`src/rtl/xirq_fwd_pkg.sv`:
```
package xirq_fwd_pkg;

    localparam int WORD_W    = 32;
    localparam int REG_IDX_W = 3;
    localparam int ADDR_W    = REG_IDX_W + 2;

    typedef logic [WORD_W-1:0] word_t;

    typedef enum logic [REG_IDX_W-1:0] {
        RG_MASK  = 3'd0,
        RG_POL   = 3'd1,
        RG_EDGE  = 3'd2,
        RG_RAW   = 3'd3,
        RG_PEND  = 3'd4,
        RG_CLR   = 3'd5,
        RG_ROUTE = 3'd6,
        RG_SOFT  = 3'd7
    } xirq_reg_e;

    typedef struct packed {
        word_t mask;
        word_t pol;
        word_t edge_sel;
    } xirq_cfg_t;

    function automatic xirq_reg_e word_sel(input logic [ADDR_W-1:0] byte_addr);
        return xirq_reg_e'(byte_addr[ADDR_W-1:2]);
    endfunction

endpackage

```
`src/rtl/xirq_sync.sv`:
```
module xirq_sync #(
    parameter int W      = 32,
    parameter int STAGES = 2
) (
    input  logic         clk,
    input  logic         rst,
    input  logic [W-1:0] din,
    output logic [W-1:0] smp,
    output logic [W-1:0] smp_prev
);
    localparam int CHAIN = STAGES + 1;

    logic [W-1:0] chain [CHAIN];

    for (genvar g = 0; g < CHAIN; g++) begin : g_stage
        always_ff @(posedge clk) begin
            if (rst) begin
                chain[g] <= '0;
            end else if (g == 0) begin
                chain[g] <= din;
            end else begin
                chain[g] <= chain[(g == 0) ? 0 : g-1];
            end
        end
    end

    assign smp      = chain[STAGES-1];
    assign smp_prev = chain[STAGES];

endmodule

```
`src/rtl/xirq_detect.sv`:
```
module xirq_detect #(
    parameter int W = 32
) (
    input  logic         clk,
    input  logic         rst,
    input  logic [W-1:0] smp,
    input  logic [W-1:0] smp_prev,
    input  logic [W-1:0] pol,
    input  logic [W-1:0] edge_sel,
    input  logic [W-1:0] clr,
    output logic [W-1:0] latch
);
    logic [W-1:0] qual;
    logic [W-1:0] hit;
    logic [W-1:0] latch_d;

    always_comb begin
        qual    = ~(smp ^ pol);
        hit     = (pol & smp & ~smp_prev) | (~pol & ~smp & smp_prev);
        latch_d = (~edge_sel & qual) | (edge_sel & (hit | (latch & ~clr)));
    end

    always_ff @(posedge clk) begin
        if (rst) latch <= '0;
        else     latch <= latch_d;
    end

    // level lines track the qualified sample
    assert_level_track_R4: assert property (@(posedge clk) disable iff (rst)
        1'b1 |=> ((~$past(edge_sel) & (latch ^ $past(qual))) == '0));

    // edge lines hold until cleared
    assert_edge_hold_R5: assert property (@(posedge clk) disable iff (rst)
        ((latch & ~clr & edge_sel) != '0) |=> (($past(latch & ~clr & edge_sel) & ~latch) == '0));

    // clear without a new edge empties the latch
    assert_clear_R7: assert property (@(posedge clk) disable iff (rst)
        ((clr & ~hit & edge_sel) != '0) |=> (($past(clr & ~hit & edge_sel) & latch) == '0));

    // detection beats a simultaneous clear
    assert_set_wins_R8: assert property (@(posedge clk) disable iff (rst)
        ((hit & clr & edge_sel) != '0) |=> (($past(hit & clr & edge_sel) & ~latch) == '0));

endmodule

```
`src/rtl/xirq_regs.sv`:
```
module xirq_regs
    import xirq_fwd_pkg::*;
#(
    parameter int W = 32
) (
    input  logic              clk,
    input  logic              rst,
    input  logic              bus_wr,
    input  logic [ADDR_W-1:0] bus_addr,
    input  word_t             bus_wdata,
    input  logic [W-1:0]      raw,
    input  logic [W-1:0]      pend,
    output xirq_cfg_t         cfg,
    output logic [W-1:0]      clr,
    output word_t             bus_rdata
);
    xirq_reg_e    sel;
    logic [W-1:0] mask_q;
    logic [W-1:0] pol_q;
    logic [W-1:0] edge_q;
    word_t        route_q;
    word_t        soft_q;
    logic         unused_low;

    assign sel        = word_sel(bus_addr);
    assign unused_low = ^bus_addr[1:0];

    always_ff @(posedge clk) begin
        if (rst) begin
            mask_q  <= '1;
            pol_q   <= '0;
            edge_q  <= '0;
            route_q <= '0;
            soft_q  <= '0;
        end else if (bus_wr) begin
            case (sel)
                RG_MASK:  mask_q  <= bus_wdata[W-1:0];
                RG_POL:   pol_q   <= bus_wdata[W-1:0];
                RG_EDGE:  edge_q  <= bus_wdata[W-1:0];
                RG_ROUTE: route_q <= bus_wdata;
                RG_SOFT:  soft_q  <= bus_wdata;
                default:  ;
            endcase
        end
    end

    assign clr = (bus_wr && sel == RG_CLR) ? bus_wdata[W-1:0] : '0;

    always_comb begin
        cfg.mask     = word_t'(mask_q);
        cfg.pol      = word_t'(pol_q);
        cfg.edge_sel = word_t'(edge_q);
        case (sel)
            RG_MASK:  bus_rdata = word_t'(mask_q);
            RG_POL:   bus_rdata = word_t'(pol_q);
            RG_EDGE:  bus_rdata = word_t'(edge_q);
            RG_RAW:   bus_rdata = word_t'(raw);
            RG_PEND:  bus_rdata = word_t'(pend);
            RG_ROUTE: bus_rdata = route_q;
            RG_SOFT:  bus_rdata = soft_q;
            default:  bus_rdata = '0;
        endcase
    end

    assert_route_store_R10: assert property (@(posedge clk) disable iff (rst)
        (bus_wr && sel == RG_ROUTE) |=> (route_q == $past(bus_wdata)));

    assert_mask_write_R3: assert property (@(posedge clk) disable iff (rst)
        (bus_wr && sel == RG_MASK) |=> (mask_q == $past(bus_wdata[W-1:0])));

endmodule

```
`src/rtl/xirq_fwd.sv`:
```
module xirq_fwd
    import xirq_fwd_pkg::*;
#(
    parameter int NUM_LINES   = 32,
    parameter int SYNC_STAGES = 2
) (
    input  logic                 clk,
    input  logic                 rst,
    input  logic [NUM_LINES-1:0] ext_in,
    input  logic                 bus_wr,
    input  logic [ADDR_W-1:0]    bus_addr,
    input  logic [WORD_W-1:0]    bus_wdata,
    output logic [WORD_W-1:0]    bus_rdata,
    output logic [NUM_LINES-1:0] irq_o
);
    xirq_cfg_t            cfg;
    logic [NUM_LINES-1:0] smp;
    logic [NUM_LINES-1:0] smp_prev;
    logic [NUM_LINES-1:0] clr;
    logic [NUM_LINES-1:0] raw;
    logic [NUM_LINES-1:0] pend;

    xirq_sync #(.W(NUM_LINES), .STAGES(SYNC_STAGES)) u_sync (
        .clk      (clk),
        .rst      (rst),
        .din      (ext_in),
        .smp      (smp),
        .smp_prev (smp_prev)
    );

    xirq_detect #(.W(NUM_LINES)) u_detect (
        .clk      (clk),
        .rst      (rst),
        .smp      (smp),
        .smp_prev (smp_prev),
        .pol      (cfg.pol[NUM_LINES-1:0]),
        .edge_sel (cfg.edge_sel[NUM_LINES-1:0]),
        .clr      (clr),
        .latch    (raw)
    );

    assign pend  = raw & ~cfg.mask[NUM_LINES-1:0];
    assign irq_o = pend;

    xirq_regs #(.W(NUM_LINES)) u_regs (
        .clk       (clk),
        .rst       (rst),
        .bus_wr    (bus_wr),
        .bus_addr  (bus_addr),
        .bus_wdata (bus_wdata),
        .raw       (raw),
        .pend      (pend),
        .cfg       (cfg),
        .clr       (clr),
        .bus_rdata (bus_rdata)
    );

endmodule

```
`config.mk`:
```
export PLATFORM = sky130hd
export DESIGN_NAME = xirq_fwd
export DESIGN_NICKNAME = d
export VERILOG_FILES = /design/src/rtl/xirq_fwd_pkg.sv /design/src/rtl/xirq_sync.sv /design/src/rtl/xirq_detect.sv /design/src/rtl/xirq_regs.sv /design/src/rtl/xirq_fwd.sv
export SDC_FILE = /design/constraint.sdc
export NUM_CORES = 1
export LEC_CHECK = 0
export BUFFER_PORTS_ARGS = -buffer_cell sky130_fd_sc_hd__buf_2
export CORE_MARGIN = 5
export CORE_UTILIZATION = 25
export CTS_CLUSTER_DIAMETER = 120
export CTS_CLUSTER_SIZE = 14
export DETAILED_ROUTE_END_ITERATION = 8
export GPL_ROUTABILITY_DRIVEN = 0
export PLACE_DENSITY_LB_ADDON = 0.12
export SYNTH_ARGS = -nofsm -noshare
export SYNTH_HDL_FRONTEND = slang
export SYNTH_SLANG_ARGS = --single-unit
```
`constraint.sdc`:
```
create_clock -name clk -period 2.95 [get_ports clk]
set_clock_uncertainty 0.2 [all_clocks]
set_input_delay 0.59 -clock clk [delete_from_list [all_inputs] [get_ports clk]]
set_output_delay 0.59 -clock clk [all_outputs]
set_load 0.02 [all_outputs]
```
==> impl_metrics.ini <==
[worst_setup_path]
cp-end-kind = output port
start_kind = primary input
crit_fanout = 17
path_buf_inv = 5
cp_slowest_cell = o221ai_1
crit_type = primary input to output port
cp.required_ps = 2160
cp_top_family = buffers and inverters
cp.arrival_ps = 2090
cp_slowest_stage_delay_ps = 360
crit_chain = buf_4 -> buf_12 -> buf_12 -> nor2_4 -> buf_4 -> a22oi_1 -> o221ai_1 -> buf_2

[synth]
synth.area.mux_share_pct = 5.846
synth_common_cells = nand2_1 (422), dfxtp_1 (288), a21oi_1 (136), nor2b_1 (133)
synth_flop_cell = dfxtp_1
syn_area_um2 = 12730
yosysUniqueCellTypes = 34
synth-warning-count = 0
ys_seq_elements = 288
synth.most_common_cell = nand2_1
synth-edff-count = 0
yosysTopAreaCell = dfxtp_1
seq_area_frac_synth_pct = 45.27
synth_fa_ha_area_share_pct = 6.288
yosys.area_share.simple_pct = 23.24
synth_nets = 1645
yosysTopAreaCellShare_pct = 45.27
synth_area_leaders = dfxtp_1 (45%), nand2_1 (12%), nor2b_1 (6.5%)
synth-compound-area-share_pct = 13.72
synthArstFlopShare_pct = 0
synth_xor_area_share_pct = 0
syn_inst = 1509
syn_area_per_cell_um2 = 8.439
synth_top_family_by_area = simple AND/OR/NAND/NOR gates

[detailed_routing]
wire_per_inst_um = 18.58
routed-via-count = 10550
drc = 0
antenna_left = 0
drt_iter0_markers = 810
viasPerCell = 4.589
drt-pass1-iter-count = 6
finalWirelength_um = 42700

[clocking]
clockRootBuffer = clkbuf_16
clock_path_buffers = 3
clkTransAtPathRegs_ps = 70
insertion_delay_ps = 550
cts-buffers-inserted = 24
cts_tree = built
cts.sinks = 288
postCtsSetupBuffers = 0
h-tree-depth = 1

[die]
initial_utilization_pct = 25.33
die-area_um2 = 55550
io_pins = 136
core_area_um2 = 50270
rows = 82
die_w_um = 235.7
die_h_um = 235.7

[cells_and_area]
nFillCells = 5365
final_nets = 1762
area_growth_syn_to_layout_pct = 18.36
stdcell_count = 2298
num_antenna_cells = 0
drive_above_1_share_pct = 16.17
utilization_pct = 29.98
fin_area_um2 = 15070

[grt]
grt_pass1_vias = 10480
globalRouteMet1Util_pct = 20.49
grt_max_degree = 74
track_usage_pct = 14.95
grt_pass1_wl_um = 65830
grt-busiest-layer = met2
use_met3_pct = 2.226
antenna_found_initial = 5
overflow = 0
gr-usage-met2_pct = 25.11

[place]
dpl_cell_area_um2 = 14400
dp_cells = 2272
place_ws_ps = -216.4
port_buffers = 133
dp_hpwl_um = 27510

[power_and_ir_drop]
pwr-share-seq_pct = 51.8
ir_drop_mv = 0.3387
p_leak_nw = 5.920
switching_share_pct = 26.30
power_mw = 7.940
p_sw_mw = 2.088
combPwrFrac_pct = 10.8
p_per_area_nw_per_um2 = 526.8
clkPwrFrac_pct = 37.4
p_int_mw = 5.852

[timing]
hold_viol = 0
finalCritPeriodShare_pct = 97.72
relSlewSlack_pct = 57.88
min_period_ps = 2883
slew_viol_final = 0
setup_viol = 0
rsz0062_at_grt = false
worst_pin_slew_ps = 630.3
max_freq_ghz = 0.3469
final.setup.worst_slack_ps = 67.21

[hold_path]
min_path_type = primary input to flop

[outcome]
status = completed

[job]
maxCapViolCount = 0
placed cells by master (no fill, tap or decap), drive strengths merged, types with 37 or more instances in the layout:
cell	instances
a21oi	136
buf	191
dfxtp	288
ha	64
inv	64
nand2	422
nand3b	37
nor2	40
nor2b	133
o21ai	46
through the flow:
stage / setup TNS [ps] / hold slack, ps
3_5_place_dp: -2455 / 220.4
4_1_cts: -1.236 / 11.39
2_1_floorplan: 0 / 213.8
3_3_place_gp: -2739 / 217.3
5_1_grt: 0 / 25.72
6_report: 0 / 45.44
registers in the layout, indices dropped and copies added, names as in the netlist:
register,count
u_detect.latch,32
u_regs.edge_q,32
u_regs.mask_q,32
u_regs.pol_q,32
u_regs.route_q,32
u_regs.soft_q,32
u_sync.chain,96
path summary, 6_finish.rpt:
kind / from / to / slack [ps] / cells after the start
min reg2reg: u_sync.chain[0][22]$_SDFF_PP0_ / u_sync.chain[1][22]$_SDFF_PP0_ / 230 / 1
max reg2reg: u_regs.pol_q[2]$_SDFFE_PP0P_ / u_detect.latch[2]$_SDFF_PP0_ / 1510 / 4
max: bus_addr[3] / bus_rdata[13] / 70 / 8
min: ext_in[23] / u_sync.chain[0][23]$_SDFF_PP0_ / 50 / 2
worst register-to-register path, cell delays in order, from the launching register on:
cell	delay, ps
dfxtp_1	400
inv_1	70
ha_1	290
nor2b_1	130
a311oi_1	260
power groups by stage:
stage	combinational (mW)	sequential (mW)	clock, mW
2_1_floorplan	0.504	4.17	0
3_3_place_gp	0.857	4.20	0
3_5_place_dp	0.865	4.20	0
4_1_cts	0.871	4.11	3.14
5_1_grt	0.950	4.13	3.27
6_report	0.857	4.11	2.97
area by class of cell:
type	count	area, µm²	share of cell area [%]
Tap cell	672	840.8	5.578
Sequential cell	288	5766	38.25
Multi-Input combinational cell	1057	6316	41.90
Clock buffer	25	625.6	4.150
Clock inverter	1	8.758	0.05811
Inverter	64	240.2	1.594
Timing Repair Buffer	191	1276	8.467
cells by family (layout without fill, tap and decap cells):
group	count (synthesis)	after routing
AO/OA/AOI/OAI	279	279
buffers and inverters	164	281
AND/OR/NAND/NOR	648	648
adder cells (fa/ha/maj)	64	64
flip-flops	288	288
multiplexers	66	66
timing repair:
action	in CTS	in global routing
cloned	0	0
pin swaps	0	1
resized for setup	4	7
hold buffers	0	0
endpoints found under the setup margin	24	16
metal layers:
layer / share of wire, % / vias to the layer above
met1: 47 / 5027
met5: 0.098 / -
met3: 4.2 / 52
met2: 47 / 211
li1: - / 5247
met4: 1.8 / 8
(Power assumes the default switching activity.)
